[src/rtl/pcnt_pkg.sv]
package pcnt_pkg;
  localparam int PC_AW = 3;
  typedef logic [PC_AW-1:0] pc_addr_t;

  localparam pc_addr_t A_CTRL = 3'd0;
  localparam pc_addr_t A_CNT  = 3'd1;
  localparam pc_addr_t A_AUX  = 3'd2;
  localparam pc_addr_t A_TOPB = 3'd3;
  localparam pc_addr_t A_TOP  = 3'd4;
  localparam pc_addr_t A_FLG  = 3'd5;

  typedef enum logic [1:0] {MD_OFF = 2'd0, MD_OVS = 2'd1, MD_EXT = 2'd2, MD_QUAD = 2'd3} pc_mode_e;
  typedef enum logic [1:0] {EV_BOTH = 2'd0, EV_UP = 2'd1, EV_DOWN = 2'd2, EV_NONE = 2'd3} pc_ev_e;

  typedef struct packed {
    pc_ev_e   aux_ev;
    pc_ev_e   main_ev;
    logic     sw_down;
    logic     dir_s1;
    logic     fall;
    pc_mode_e mode;
  } pc_ctrl_t;

  localparam int CTRL_W = $bits(pc_ctrl_t);

  function automatic logic ev_up(pc_ev_e e);
    return (e == EV_BOTH) || (e == EV_UP);
  endfunction

  function automatic logic ev_dn(pc_ev_e e);
    return (e == EV_BOTH) || (e == EV_DOWN);
  endfunction
endpackage

[src/rtl/pc_pulse_gen.sv]
module pc_pulse_gen
  import pcnt_pkg::*;
(
  input  logic     clk,
  input  logic     rst_n,
  input  logic     s0,
  input  logic     s1,
  input  logic     smp_tick,
  input  pc_ctrl_t ctrl,
  output logic     pulse,
  output logic     dir
);
  logic       s0_q, s1_q, ovs_q;
  logic       lvl_ok, single_dir;
  logic [1:0] q_now, q_old, q_step;

  always_ff @(posedge clk or negedge rst_n) begin
    if (!rst_n) begin
      s0_q  <= 1'b0;
      s1_q  <= 1'b0;
      ovs_q <= 1'b0;
    end else begin
      s0_q <= s0;
      s1_q <= s1;
      if (smp_tick) ovs_q <= s0;
    end
  end

  // position along the two-phase cycle: {s1, s0^s1}
  assign q_now  = {s1, s0 ^ s1};
  assign q_old  = {s1_q, s0_q ^ s1_q};
  assign q_step = q_now - q_old;

  assign lvl_ok     = ctrl.fall ? ~s0 : s0;
  assign single_dir = ctrl.dir_s1 ? s1 : ctrl.sw_down;

  always_comb begin
    pulse = 1'b0;
    dir   = single_dir;
    unique case (ctrl.mode)
      MD_OFF:  pulse = 1'b0;
      MD_OVS:  pulse = smp_tick && (s0 != ovs_q) && lvl_ok;
      MD_EXT:  pulse = (s0 != s0_q) && lvl_ok;
      MD_QUAD: begin
        pulse = (q_step == 2'd1) || (q_step == 2'd3);
        dir   = (q_step == 2'd3);
      end
      default: pulse = 1'b0;
    endcase
  end
endmodule

[src/rtl/pc_wrap_counter.sv]
module pc_wrap_counter #(
  parameter int W       = 16,
  parameter bit USE_TOP = 1'b1
) (
  input  logic         clk,
  input  logic         rst_n,
  input  logic         ld,
  input  logic [W-1:0] ld_val,
  input  logic         inc,
  input  logic         dec,
  input  logic [W-1:0] top,
  output logic [W-1:0] cnt,
  output logic         wrap_up,
  output logic         wrap_dn
);
  logic [W-1:0] lim;

  generate
    if (USE_TOP) begin : g_top
      assign lim = top;
    end else begin : g_full
      logic [W-1:0] top_unused;
      assign top_unused = top;
      assign lim = '1;
    end
  endgenerate

  assign wrap_up = !ld && inc && (cnt == lim);
  assign wrap_dn = !ld && dec && (cnt == '0);

  always_ff @(posedge clk or negedge rst_n) begin
    if (!rst_n)       cnt <= '0;
    else if (ld)      cnt <= ld_val;
    else if (inc)     cnt <= wrap_up ? '0 : cnt + 1'b1;
    else if (dec)     cnt <= wrap_dn ? lim : cnt - 1'b1;
  end
endmodule

[src/rtl/pc_top_sync.sv]
module pc_top_sync #(
  parameter int W     = 16,
  parameter int SYNC_N = 3
) (
  input  logic         clk,
  input  logic         rst_n,
  input  logic         wr_buf,
  input  logic         wr_top,
  input  logic [W-1:0] din,
  input  logic         ext_mode,
  input  logic         tick,
  output logic [W-1:0] top,
  output logic [W-1:0] topbuf
);
  localparam int TK_W = $clog2(SYNC_N + 1);
  logic            pend;
  logic [TK_W-1:0] tk;
  logic            ready;

  assign ready = !ext_mode || (tick && (tk == TK_W'(SYNC_N - 1)));

  always_ff @(posedge clk or negedge rst_n) begin
    if (!rst_n) begin
      top    <= '1;
      topbuf <= '1;
      pend   <= 1'b0;
      tk     <= '0;
    end else if (wr_top) begin
      top    <= din;
      topbuf <= din;
      pend   <= 1'b0;
      tk     <= '0;
    end else begin
      if (pend && ready) begin
        top  <= topbuf;
        pend <= 1'b0;
      end else if (pend && tick) begin
        tk <= tk + 1'b1;
      end
      if (wr_buf) begin
        topbuf <= din;
        pend   <= 1'b1;
        tk     <= '0;
      end
    end
  end
endmodule

[src/rtl/pulse_counter.sv]
module pulse_counter
  import pcnt_pkg::*;
#(
  parameter int CNT_W = 16,
  parameter int BUS_W = 16
) (
  input  logic             clk,
  input  logic             rst_n,
  input  logic             s0_in,
  input  logic             s1_in,
  input  logic             smp_tick,
  input  logic             wr_en,
  input  logic [PC_AW-1:0] wr_addr,
  input  logic [BUS_W-1:0] wr_data,
  input  logic [PC_AW-1:0] rd_addr,
  output logic [BUS_W-1:0] rd_data,
  output logic [CNT_W-1:0] count_o,
  output logic [CNT_W-1:0] aux_o,
  output logic             ovf_o,
  output logic             unf_o,
  output logic             dirchg_o
);
  localparam pc_ctrl_t CTRL_RST = '{aux_ev: EV_NONE, main_ev: EV_UP, sw_down: 1'b0,
                                    dir_s1: 1'b0, fall: 1'b0, mode: MD_OFF};

  pc_ctrl_t   ctrl_q;
  logic       pulse, dir, pulse_ok, prev_dir;
  logic       wr_ctrl, wr_cnt, wr_aux, wr_topb, wr_top, wr_flg;
  logic       m_wu, m_wd, aux_up_unused, aux_dn_unused;
  logic [CNT_W-1:0] top_val, topbuf_val, wr_val;

  assign wr_ctrl = wr_en && (wr_addr == A_CTRL);
  assign wr_cnt  = wr_en && (wr_addr == A_CNT);
  assign wr_aux  = wr_en && (wr_addr == A_AUX);
  assign wr_topb = wr_en && (wr_addr == A_TOPB);
  assign wr_top  = wr_en && (wr_addr == A_TOP);
  assign wr_flg  = wr_en && (wr_addr == A_FLG);
  assign wr_val  = wr_data[CNT_W-1:0];

  always_ff @(posedge clk or negedge rst_n) begin
    if (!rst_n)       ctrl_q <= CTRL_RST;
    else if (wr_ctrl) ctrl_q <= pc_ctrl_t'(wr_data[CTRL_W-1:0]);
  end

  pc_pulse_gen u_pgen (
    .clk(clk), .rst_n(rst_n), .s0(s0_in), .s1(s1_in), .smp_tick(smp_tick),
    .ctrl(ctrl_q), .pulse(pulse), .dir(dir)
  );

  // direct count or limit writes hold counting off for that cycle
  assign pulse_ok = pulse && !(wr_cnt || wr_top);

  pc_top_sync #(.W(CNT_W), .SYNC_N(3)) u_tsync (
    .clk(clk), .rst_n(rst_n), .wr_buf(wr_topb), .wr_top(wr_top), .din(wr_val),
    .ext_mode(ctrl_q.mode[1]), .tick(pulse_ok && ctrl_q.mode[1]),
    .top(top_val), .topbuf(topbuf_val)
  );

  pc_wrap_counter #(.W(CNT_W), .USE_TOP(1'b1)) u_main (
    .clk(clk), .rst_n(rst_n), .ld(wr_cnt), .ld_val(wr_val),
    .inc(pulse_ok && !dir && ev_up(ctrl_q.main_ev)),
    .dec(pulse_ok && dir && ev_dn(ctrl_q.main_ev)),
    .top(top_val), .cnt(count_o), .wrap_up(m_wu), .wrap_dn(m_wd)
  );

  pc_wrap_counter #(.W(CNT_W), .USE_TOP(1'b0)) u_aux (
    .clk(clk), .rst_n(rst_n), .ld(wr_aux), .ld_val(wr_val),
    .inc(pulse_ok && !dir && ev_up(ctrl_q.aux_ev)),
    .dec(pulse_ok && dir && ev_dn(ctrl_q.aux_ev)),
    .top(top_val), .cnt(aux_o), .wrap_up(aux_up_unused), .wrap_dn(aux_dn_unused)
  );

  always_ff @(posedge clk or negedge rst_n) begin
    if (!rst_n) begin
      ovf_o    <= 1'b0;
      unf_o    <= 1'b0;
      dirchg_o <= 1'b0;
      prev_dir <= 1'b0;
    end else begin
      ovf_o    <= (ovf_o    && !(wr_flg && wr_data[0])) || m_wu;
      unf_o    <= (unf_o    && !(wr_flg && wr_data[1])) || m_wd;
      dirchg_o <= (dirchg_o && !(wr_flg && wr_data[2])) || (pulse_ok && (dir != prev_dir));
      if (pulse_ok) prev_dir <= dir;
    end
  end

  always_comb begin
    rd_data = '0;
    unique case (rd_addr)
      A_CTRL:  rd_data[CTRL_W-1:0] = ctrl_q;
      A_CNT:   rd_data[CNT_W-1:0]  = count_o;
      A_AUX:   rd_data[CNT_W-1:0]  = aux_o;
      A_TOPB:  rd_data[CNT_W-1:0]  = topbuf_val;
      A_TOP:   rd_data[CNT_W-1:0]  = top_val;
      A_FLG:   rd_data[2:0]        = {dirchg_o, unf_o, ovf_o};
      default: rd_data = '0;
    endcase
  end
endmodule

[config.mk]
export PLATFORM = sky130hd
export DESIGN_NAME = pulse_counter
export DESIGN_NICKNAME = d
export VERILOG_FILES = /design/src/rtl/pcnt_pkg.sv /design/src/rtl/pc_pulse_gen.sv /design/src/rtl/pc_wrap_counter.sv /design/src/rtl/pc_top_sync.sv /design/src/rtl/pulse_counter.sv
export SDC_FILE = /design/constraint.sdc
export NUM_CORES = 1
export LEC_CHECK = 0
export BUFFER_PORTS_ARGS = -buffer_cell sky130_fd_sc_hd__buf_2
export CAP_MARGIN = 15
export CELL_PAD_IN_SITES_DETAIL_PLACEMENT = 1
export CELL_PAD_IN_SITES_GLOBAL_PLACEMENT = 1
export CORE_UTILIZATION = 35
export CTS_CLUSTER_SIZE = 20
export DETAILED_ROUTE_END_ITERATION = 12
export PLACE_DENSITY = 0.79
export SYNTH_ARGS = -nofsm -noshare
export SYNTH_HDL_FRONTEND = slang
export SYNTH_SLANG_ARGS = --single-unit
[constraint.sdc]
create_clock -name clk -period 2.6 [get_ports clk]
set_clock_uncertainty 0.15 [all_clocks]
set_input_delay 0.26 -clock clk [delete_from_list [all_inputs] [get_ports clk]]
set_output_delay 0.26 -clock clk [all_outputs]
set_load 0.05 [all_outputs]
==> reports/results.ini <==
[run_status]
status = finished, violations left
violations = negative setup slack

[route]
drtIter0Drc = 502
drc_errors = 0
viasPerCell = 6.254
vias = 7217
wl_per_cell_um = 26.00
antenna_left = 0
routed_wl_mm = 30.01
drt_pass1_iterations = 5

[floorplanning]
core_um2 = 17480
die_w_um = 136.6
std_cell_rows = 48
io_pins = 79
die_h_um = 136.6
initial_core_util = 0.3626
die_area_um2 = 18650

[timing]
min_period_ns = 2.760
rsz0062_at_grt = true
max-slew-margin-rel = 0.5532
period_share = 1.061
max_freq_mhz = 362.4
worstMarginPinSlew_ns = 0.6702
drv_slew = 0
hold_viol = 0
setup_violations = 35
setup_slack_ns = -0.1595
finalSetupTns_ns = -1.940

[synthesis]
syn_inst = 748
synth.distinct_cells = 69
yosysSeqAreaShare = 0.3346
async_reset_ff_frac = 1.000
synth_fp_nets = 785
synth-main-ff-cell = dfrtp_1
synth_top_area_cell = dfrtp_1
synth_area_leaders = dfrtp_1, dfstp_2, o21ai_0
syn_area_um2 = 6337
yosys_warnings = 0
synth-edff-count = 0
syn_area_per_cell_um2 = 8.472
ys_ff_latch = 83
yosysTopAreaCellShare = 0.1895

[worst_setup_path]
worst_r2r_endpoint = u_aux.cnt[12]
required_ns = 2.72
rrSetupSlack_ns = -0.16
r2r_start = u_pgen.s0_q
worstRegToRegCells = 11
endpoint_kind = flip-flop
cp_max_fo = 8
path_class = reg2reg
start_kind = flip-flop
arrival_ns = 2.88

[power_and_ir_drop]
ir_drop_v = 0.0006450
clkPwrFrac = 0.145
switching_share = 0.4963
power_mw = 9.488
seqPwrFrac = 0.253
p_switching_mw = 4.709
power_density_nw_per_um2 = 1056
leakage_nw = 3.741
p_int_mw = 4.779
p_comb_frac = 0.602

[hold_path]
min_path_type = in2reg
hold_start = wr_data[14]
min_to = u_tsync.top[14]
hold_path_depth = 3

[cts]
clock-root-buffer = clkbuf_16
cts_buffer_depth = 2
cts_tree = yes
clock-sinks = 83
clk_transition_reported_paths_ns = 0.07
clock_latency_ns = 0.37
htree_levels = 3
cts_inserted_buffers = 9

[place]
dp.cells = 1112
place.gp.congestion = 0.9350
dpl.hpwl_mm = 18.94
io_buffers = 78
dpl_cell_area_um2 = 7772

[global_route]
gr-total-overflow = 0
antenna_found_initial = 1
grt_pass1_vias = 7183
grt_max_degree = 43
grt_pass1_wl_mm = 41.93
grt_use_total = 0.3022

[final_layout]
final_common_cell = buf_4
finalCoreUtilization = 0.5139
fin_nets = 960
fin_cells = 1154
area_delta_synth_final_pct = 41.72
design_area_um2 = 8981
fill_cells = 2008
layout_common_cells = buf_4, nand2_1, buf_2
drive_above_1_share = 0.4569

[job]
drv_cap = 0

[through the flow]
| step | setup slack [ns] | hold slack, ns |
|---|---|---|
| detailed placement | -0.1399 | 0.1722 |
| floorplan | -0.2542 | -0.1856 |
| CTS | -0.05449 | 0.002422 |
| finish | -0.1595 | 0.01804 |
| global route | -0.2340 | 0.01540 |
| global placement | -0.08608 | 0.1663 |
[repair_timing]
| item | in CTS | in global routing |
|---|---|---|
| pin swaps | 16 | 54 |
| cloned | 2 | 0 |
| buffers inserted | 8 | 16 |
| gates resized for setup | 89 | 116 |
| hold buffers | 2 | 0 |
| endpoints found under the setup margin | 45 | 49 |
| endpoints found under the hold margin | 35 | 0 |
[layout make-up]
type	count	area, um^2	share of cell area
repair buffers	222	1664	0.1853
diodes	1	2.502	0.0002786
inverters	19	71.32	0.007941
flip-flops and latches	83	2140	0.2382
multi-input cells	588	4518	0.5031
well taps	225	281.5	0.03135
clock inverters	6	65.06	0.007244
clock buffers	10	239.0	0.02661
[cells by family after synthesis]
kind of cell | Yosys count | synth area share
AOI/OAI and AO/OA | 188 | 0.1826
and+or+nand+nor | 267 | 0.2142
DFF | 83 | 0.3346
muxes | 65 | 0.1187
buffers and inverters | 77 | 0.04837
adders and majority gates | 9 | 0.01777
xor gates and xnor gates | 59 | 0.08371
[synth_stat cells (7+ instances only)]
master,instances
a21oi_1,40
a22oi_1,8
a31oi_1,7
and3_1,10
clkbuf_1,47
dfrtp_1,48
dfstp_2,35
ha_1,9
inv_1,19
mux2_2,31
mux2i_1,29
nand2_1,90
nand2b_1,8
nand3_1,31
nand4_1,9
nor2_1,38
nor3_1,26
o21ai_0,76
o22ai_1,9
or3_1,13
or4_1,8
xnor2_1,32
xor2_1,26
[worst max-delay path: stages (launching register included)]
cell and delay, ns:
dfrtp_1 0.40, xor2_1 0.20, ha_2 0.31, nand2b_4 0.19, nand3_4 0.09, o221ai_4 0.18
buf_12 0.22, nor2_4 0.17, buf_6 0.18, mux2i_4 0.26, nor3_1 0.09, a311oi_2 0.21
[power by group through the flow]
stage / registers, mW / clock network [mW] / logic, mW
5_1_grt: 2.44 / 1.42 / 6.01
2_1_floorplan: 2.89 / 0 / 2.42
3_5_place_dp: 2.33 / 0 / 4.77
3_3_place_gp: 2.29 / 0 / 4.65
4_1_cts: 2.33 / 1.37 / 5.10
6_report: 2.40 / 1.38 / 5.71
[worst max-delay path by stage]
stage | from | end | slack, ns | cells past startpoint
floorplan | u_main.cnt[5] | u_main.cnt[4] | -0.25 | 9
global placement | s0_in | u_main.cnt[10] | -0.09 | 12
finish | u_pgen.s0_q | u_aux.cnt[12] | -0.16 | 11
detailed placement | s0_in | u_tsync.top[6] | -0.14 | 12
global route | ctrl_q[1] | u_main.cnt[4] | -0.23 | 9
CTS | u_pgen.s1_q | u_main.cnt[11] | -0.05 | 10
[routing by layer]
metal	GRT usage	vias up	part of all wire
met5	0	-	0
met4	0.1623	0	0.055
met3	0.04444	121	0.065
met2	0.4958	409	0.49
met1	0.3824	3614	0.39
li1	-	3073	-
[sequential cells by signal, summed over array words and instances, names as in the netlist]
signal,count
prev_dir,1
u_pgen.ovs_q,1
u_pgen.s1_q,1
unf_o,1
u_aux.cnt,16
u_tsync.pend,1
u_main.cnt,16
u_tsync.tk,2
ctrl_q,9
ovf_o,1
dirchg_o,1
u_tsync.top,16
u_pgen.s0_q,1
u_tsync.topbuf,16
No activity file was read; power rests on OpenSTA's default activity.
